--- config.mk ---
export PLATFORM = sky130hd
export DESIGN_NAME = usb_dev_status_mon
export DESIGN_NICKNAME = d
export VERILOG_FILES = /design/src/rtl/usb_stat_pkg.sv /design/src/rtl/usb_sof_stamp.sv /design/src/rtl/usb_phy_stuck_wdog.sv /design/src/rtl/usb_resume_gate.sv /design/src/rtl/usb_dev_status_mon.sv
export SDC_FILE = /design/constraint.sdc
export NUM_CORES = 1
export LEC_CHECK = 0
export ABC_AREA = 1
export BUFFER_PORTS_ARGS = -buffer_cell sky130_fd_sc_hd__buf_4
export CELL_PAD_IN_SITES_DETAIL_PLACEMENT = 1
export CELL_PAD_IN_SITES_GLOBAL_PLACEMENT = 1
export CORE_MARGIN = 10
export CORE_UTILIZATION = 38
export DETAILED_ROUTE_END_ITERATION = 16
export PLACE_DENSITY_LB_ADDON = 0.1
export SLEW_MARGIN = 5
export SYNTH_ARGS = -nofsm -noshare
export SYNTH_HDL_FRONTEND = slang
export SYNTH_SLANG_ARGS = --single-unit
--- constraint.sdc ---
create_clock -name clk -period 1.67 [get_ports clk]
set_clock_uncertainty 0.1 [all_clocks]
set_input_delay 0.0835 -clock clk [delete_from_list [all_inputs] [get_ports clk]]
set_output_delay 0.0835 -clock clk [all_outputs]
set_load 0.03 [all_outputs]
--- src/rtl/usb_stat_pkg.sv ---
package usb_stat_pkg;
  localparam int unsigned FRAME_W  = 11;
  localparam int unsigned UFRAME_W = 3;
  localparam int unsigned STAMP_W  = FRAME_W + UFRAME_W;

  // Pack a start-of-frame number into the 14-bit timestamp field.
  function automatic logic [STAMP_W-1:0] pack_stamp(
    input logic                hs,
    input logic [FRAME_W-1:0]  frame,
    input logic [UFRAME_W-1:0] uframe
  );
    logic [STAMP_W-1:0] v;
    if (hs) v = {frame, uframe};
    else    v = {{UFRAME_W{1'b0}}, frame};
    return v;
  endfunction
endpackage

--- src/rtl/usb_sof_stamp.sv ---
module usb_sof_stamp
  import usb_stat_pkg::*;
(
  input  logic                clk,
  input  logic                rst_n,
  input  logic                hs_mode,
  input  logic                sof_vld,
  input  logic [FRAME_W-1:0]  sof_frame,
  input  logic [UFRAME_W-1:0] sof_uframe,
  output logic [STAMP_W-1:0]  stamp
);
  logic [STAMP_W-1:0] next_stamp;
  assign next_stamp = pack_stamp(hs_mode, sof_frame, sof_uframe);

  always_ff @(posedge clk or negedge rst_n) begin
    if (!rst_n)       stamp <= '0;
    else if (sof_vld) stamp <= next_stamp;
  end

  // the field holds between tokens
  assert_stamp_hold_R1: assert property (@(posedge clk) disable iff (!rst_n)
    !sof_vld |=> $stable(stamp));
  // a full-speed token leaves the top three bits clear
  assert_fs_upper_zero_R3: assert property (@(posedge clk) disable iff (!rst_n)
    (sof_vld && !hs_mode) |=> (stamp[STAMP_W-1:FRAME_W] == '0));
  // a high-speed token puts the microframe in the low bits
  assert_hs_uframe_R2: assert property (@(posedge clk) disable iff (!rst_n)
    (sof_vld && hs_mode) |=> (stamp[UFRAME_W-1:0] == $past(sof_uframe)));
endmodule

--- src/rtl/usb_phy_stuck_wdog.sv ---
module usb_phy_stuck_wdog #(
  parameter int unsigned LIMIT = 200000
) (
  input  logic clk,
  input  logic rst_n,
  input  logic rxvalid,
  input  logic rxactive,
  input  logic err_clr,
  output logic phy_err,
  output logic err_irq
);
  localparam int unsigned CW = $clog2(LIMIT + 1);

  logic [CW-1:0] cnt;
  logic          busy;
  logic          trip;

  assign busy = rxvalid | rxactive;
  assign trip = busy && (cnt == CW'(LIMIT - 1));

  always_ff @(posedge clk or negedge rst_n) begin
    if (!rst_n) begin
      cnt     <= '0;
      phy_err <= 1'b0;
      err_irq <= 1'b0;
    end else begin
      err_irq <= trip && !phy_err && !err_clr;
      if (err_clr) begin
        phy_err <= 1'b0;
        cnt     <= '0;
      end else if (!busy) begin
        cnt <= '0;
      end else if (trip) begin
        phy_err <= 1'b1;
      end else begin
        cnt <= cnt + 1'b1;
      end
    end
  end

  // the error never rises after an idle cycle
  assert_err_needs_busy_R4: assert property (@(posedge clk) disable iff (!rst_n)
    $rose(phy_err) |-> $past(busy));
  // sticky without a clear strobe
  assert_err_sticky_R7: assert property (@(posedge clk) disable iff (!rst_n)
    (phy_err && !err_clr) |=> phy_err);
  // a clear strobe always drops the flag
  assert_clr_wins_R7: assert property (@(posedge clk) disable iff (!rst_n)
    err_clr |=> !phy_err);
  // the interrupt is a single pulse and comes with the error
  assert_irq_pulse_R5: assert property (@(posedge clk) disable iff (!rst_n)
    err_irq |=> !err_irq);
  assert_irq_with_err_R5: assert property (@(posedge clk) disable iff (!rst_n)
    err_irq |-> phy_err);
endmodule

--- src/rtl/usb_resume_gate.sv ---
module usb_resume_gate #(
  parameter int unsigned RESUME_CYC = 8
) (
  input  logic clk,
  input  logic rst_n,
  input  logic cfg_rwake_en,
  input  logic host_rwake_en,
  input  logic resume_req,
  output logic resume_sig
);
  localparam int unsigned RW = $clog2(RESUME_CYC + 1);

  logic [RW-1:0] rcnt;
  logic          active;
  logic          grant;

  assign active     = (rcnt != '0);
  assign grant      = resume_req && cfg_rwake_en && host_rwake_en && !active;
  assign resume_sig = active;

  always_ff @(posedge clk or negedge rst_n) begin
    if (!rst_n)      rcnt <= '0;
    else if (active) rcnt <= rcnt - 1'b1;
    else if (grant)  rcnt <= RW'(RESUME_CYC);
  end

  // signaling starts only with both enables present
  assert_gate_both_R8: assert property (@(posedge clk) disable iff (!rst_n)
    $rose(resume_sig) |-> $past(cfg_rwake_en && host_rwake_en && resume_req));
  // an active window counts down and is never reloaded
  assert_no_retrigger_R9: assert property (@(posedge clk) disable iff (!rst_n)
    active |=> (rcnt == $past(rcnt) - 1'b1));
endmodule

--- src/rtl/usb_dev_status_mon.sv ---
module usb_dev_status_mon
  import usb_stat_pkg::*;
#(
  parameter int unsigned CLK_HZ     = 100_000_000,
  parameter int unsigned RESUME_CYC = 8
) (
  input  logic        clk,
  input  logic        rst_n,
  input  logic        hs_mode,
  input  logic        sof_vld,
  input  logic [10:0] sof_frame,
  input  logic [2:0]  sof_uframe,
  input  logic        phy_rxvalid,
  input  logic        phy_rxactive,
  input  logic        cfg_rwake_en,
  input  logic        host_rwake_en,
  input  logic        resume_req,
  input  logic        err_clr,
  output logic [31:0] status_word,
  output logic        phy_err,
  output logic        suspend,
  output logic        early_susp_irq,
  output logic        resume_sig
);
  localparam int unsigned TIMEOUT_CYC = (CLK_HZ / 500 < 2) ? 2 : CLK_HZ / 500;
  localparam int unsigned STAMP_LSB   = 32 - STAMP_W;
  localparam int unsigned ERR_BIT     = 16;

  logic [STAMP_W-1:0] stamp;

  usb_sof_stamp u_stamp (
    .clk        (clk),
    .rst_n      (rst_n),
    .hs_mode    (hs_mode),
    .sof_vld    (sof_vld),
    .sof_frame  (sof_frame),
    .sof_uframe (sof_uframe),
    .stamp      (stamp)
  );

  usb_phy_stuck_wdog #(.LIMIT(TIMEOUT_CYC)) u_wdog (
    .clk      (clk),
    .rst_n    (rst_n),
    .rxvalid  (phy_rxvalid),
    .rxactive (phy_rxactive),
    .err_clr  (err_clr),
    .phy_err  (phy_err),
    .err_irq  (early_susp_irq)
  );

  usb_resume_gate #(.RESUME_CYC(RESUME_CYC)) u_wake (
    .clk           (clk),
    .rst_n         (rst_n),
    .cfg_rwake_en  (cfg_rwake_en),
    .host_rwake_en (host_rwake_en),
    .resume_req    (resume_req),
    .resume_sig    (resume_sig)
  );

  assign suspend = phy_err;

  always_comb begin
    status_word                    = '0;
    status_word[31:STAMP_LSB]      = stamp;
    status_word[ERR_BIT]           = phy_err;
  end

  // reserved positions stay clear
  assert_reserved_zero_R6: assert property (@(posedge clk) disable iff (!rst_n)
    (status_word[17] == 1'b0) && (status_word[15:0] == 16'h0));
endmodule

==> flow_summary.yaml <==
run_status:
  status: "finished clean"
timing:
  fmax_mhz: 656
  finalHoldViolCount: 0
  setup_violations: 0
  drv_slew: 0
  final.min_clock_period_ns: 1.53
  rsz0062_at_grt: "false"
  finalCritPeriodShare_pct: 91.3
  setup_tns_ns: 0
  hold-worst-slack_ns: 0.0356
die:
  die-area_um2: 9130
  ioPinCount: 60
  die_w_um: 95.6
  rows: 27
  core_region_area_um2: 5540
  die_h_um: 95.6
  start_util_pct: 39.2
global_route:
  grt_pass1_wl_um: 10200
  gr-usage-all-layers_pct: 14.0
  grt_start_max_net_pins: 39
  grt-ovfl-total: 0
  grt_pass1_vias: 2137
  antenna_found_initial: 0
finish:
  antenna_cells: 0
  multi_input_area_um2: 1020
  seqCellArea_um2: 951
  final_cells: 402
  syn2layout_area_growth_pct: 28.7
  drive_gt1_share_pct: 26.4
  fill_cells: 670
  fin_util_pct: 50.4
  nets: 354
logic_synthesis:
  synth.avg_cell_area_um2: 8.16
  synth-seq-cells: 38
  ys_top_cells_by_area: "dfrtp_1 (44%), nand2_1 (9.5%), buf_4 (6.6%)"
  synth_edf_count: 0
  synthCells: 266
  yosysWarnings: 0
  syn-cell-area_um2: 2170
  synth_cell_type_count: 35
  synthArstFlopShare_pct: 100
  synthTopCellsByCount: "nand2_1 (55), dfrtp_1 (38), nor2_1 (31)"
  synth_top_area_share_pct: 43.8
  seq_area_frac_synth_pct: 43.8
  synth.most_common_cell: "nand2_1"
  yosys.area.top_type: "dfrtp_1"
  ys.flop_type: "dfrtp_1"
placed_design:
  gp_congestion: 0.793
  hpwl_um: 4310
  portBuffers: 42
  dp_cells: 371
flow_run:
  drv_cap: 0
route:
  detail-route-antenna-nets: 0
  via_per_inst: 4.72
  wl_um: 5880
  drt_iter0_markers: 59
  wl_per_cell_um: 14.6
  drc: 0
  vias: 1898
  drt-pass1-iter-count: 4
pwr:
  irDropWorstVdd_mv: 0.536
  p_per_area_nw_per_um2: 817
  p_leak_nw: 1.32
  total_power_mw: 2.28
setup_path:
  reg2reg_slack_ns: 0.14
  worstSetupPathType: "register to register"
  required_ns: 1.75
  path_max_fanout: 7
  r2r_cells: 8
  startpoint: "u_wdog.cnt[0]"
  crit_path_end_kind: "register"
  reg2reg_from: "u_wdog.cnt[0]"
  worstPathArrival_ns: 1.60
  start_kind: "register"
  crit_path_end: "u_wdog.cnt[13]"
  r2r-end: "u_wdog.cnt[13]"
worst_hold_path:
  hold_start: "hs_mode"
  hp-class: "primary input to register"
cts:
  cts_buffers: 5
  cts.sink_count: 38
  h-tree-depth: 2
  cts_tree: "built"
  cts_setup_buffers: 0
  clk_pin_slew_worst_paths_ns: 0.08
  cts_buffer_depth: 2
  insertion_delay_ns: 0.29
  cts_root_buffer: "clkbuf_8"
sequential cells by signal, indices dropped and copies added (netlist names):
name	cells
u_stamp.stamp	14
u_wake.rcnt	4
u_wdog.cnt	18
u_wdog.err_irq	1
u_wdog.phy_err	1
final cells by class:
class	count	area share (%)
clock inverters	2	0.448
repair buffers	65	19.5
flip-flops and latches	38	34.1
multi-input cells	196	36.6
clock buffers	6	2.96
inverters	23	3.18
well taps	72	3.23
through the flow:
step           setup WS [ns]  cell area [µm²]
5_1_grt               0.0112             2790
3_3_place_gp           0.216             2470
3_5_place_dp           0.158             2470
2_1_floorplan          0.287             2230
4_1_cts                0.137             2790
6_report               0.145             2790
cell families (layout without fill, tap and decap cells):
kind of cell             after synthesis  in the layout  share of synthesized area, %
other                                  1             17                         0.173
AO/OA/AOI/OAI                         27             27                          7.56
XOR/XNOR                               5              5                          2.02
adder cells (fa/ha/maj)                1              1                         0.577
buffers and inverters                 48             96                          11.9
flip-flops                            38             38                          43.8
AND/OR/NAND/NOR                      146            146                          34.0
repair_timing:
item                                    4_1_cts  5_1_grt
hold endpoints to repair                     61        0
endpoints found under the setup margin        0        0
hold buffers                                 23        0
resized for setup                             0        0
critical path, cell delays in order, from the launching register on:
cell	delay, ns
dfrtp_1	0.40
ha_1	0.19
nand2_2	0.08
nor2_4	0.15
nand2_4	0.09
inv_2	0.08
nand3_4	0.12
nand2_4	0.16
nor2_2	0.05
cell usage in the layout, fill, tap and decap left out, drive strengths merged:
cell type	n
inv	22
nand2	64
o21bai	3
dlygate4sd3	23
clkinv	2
o22ai	1
clkinvlp	1
a31oi	11
nand3	22
nor2	48
nand3b	2
clkbuf	6
xnor2	2
o21ai	8
or2	2
ha	1
conb	17
nand4	5
a21oi	3
xor2	3
buf	42
dfrtp	38
o31ai	1
nor3	3
power by group:
group / switching, mW / internal, mW
sequential: 0.0476 / 0.997
combinational: 0.355 / 0.205
clock: 0.343 / 0.332
total: 0.746 / 1.53
worst min path at each step:
stage	end	slack, ns	cells after the start
floorplan	u_stamp.stamp[0]	-0.31	0
global route	u_stamp.stamp[2]	0.05	3
finish	u_stamp.stamp[9]	0.04	3
detailed placement	u_wdog.cnt[15]	-0.009	1
global placement	u_wdog.cnt[15]	-0.01	1
CTS	u_stamp.stamp[9]	0.02	3
layer usage:
layer	up-vias	routed length, µm	part of all wire [%]	track usage, %
li1	943	-	-	-
met1	912	2370	40	15.0
met2	38	3030	52	24.9
met3	5	415	7.1	5.26
met4	0	60	1.0	4.05
met5	-	0	0	0
(Power assumes the default switching activity.)
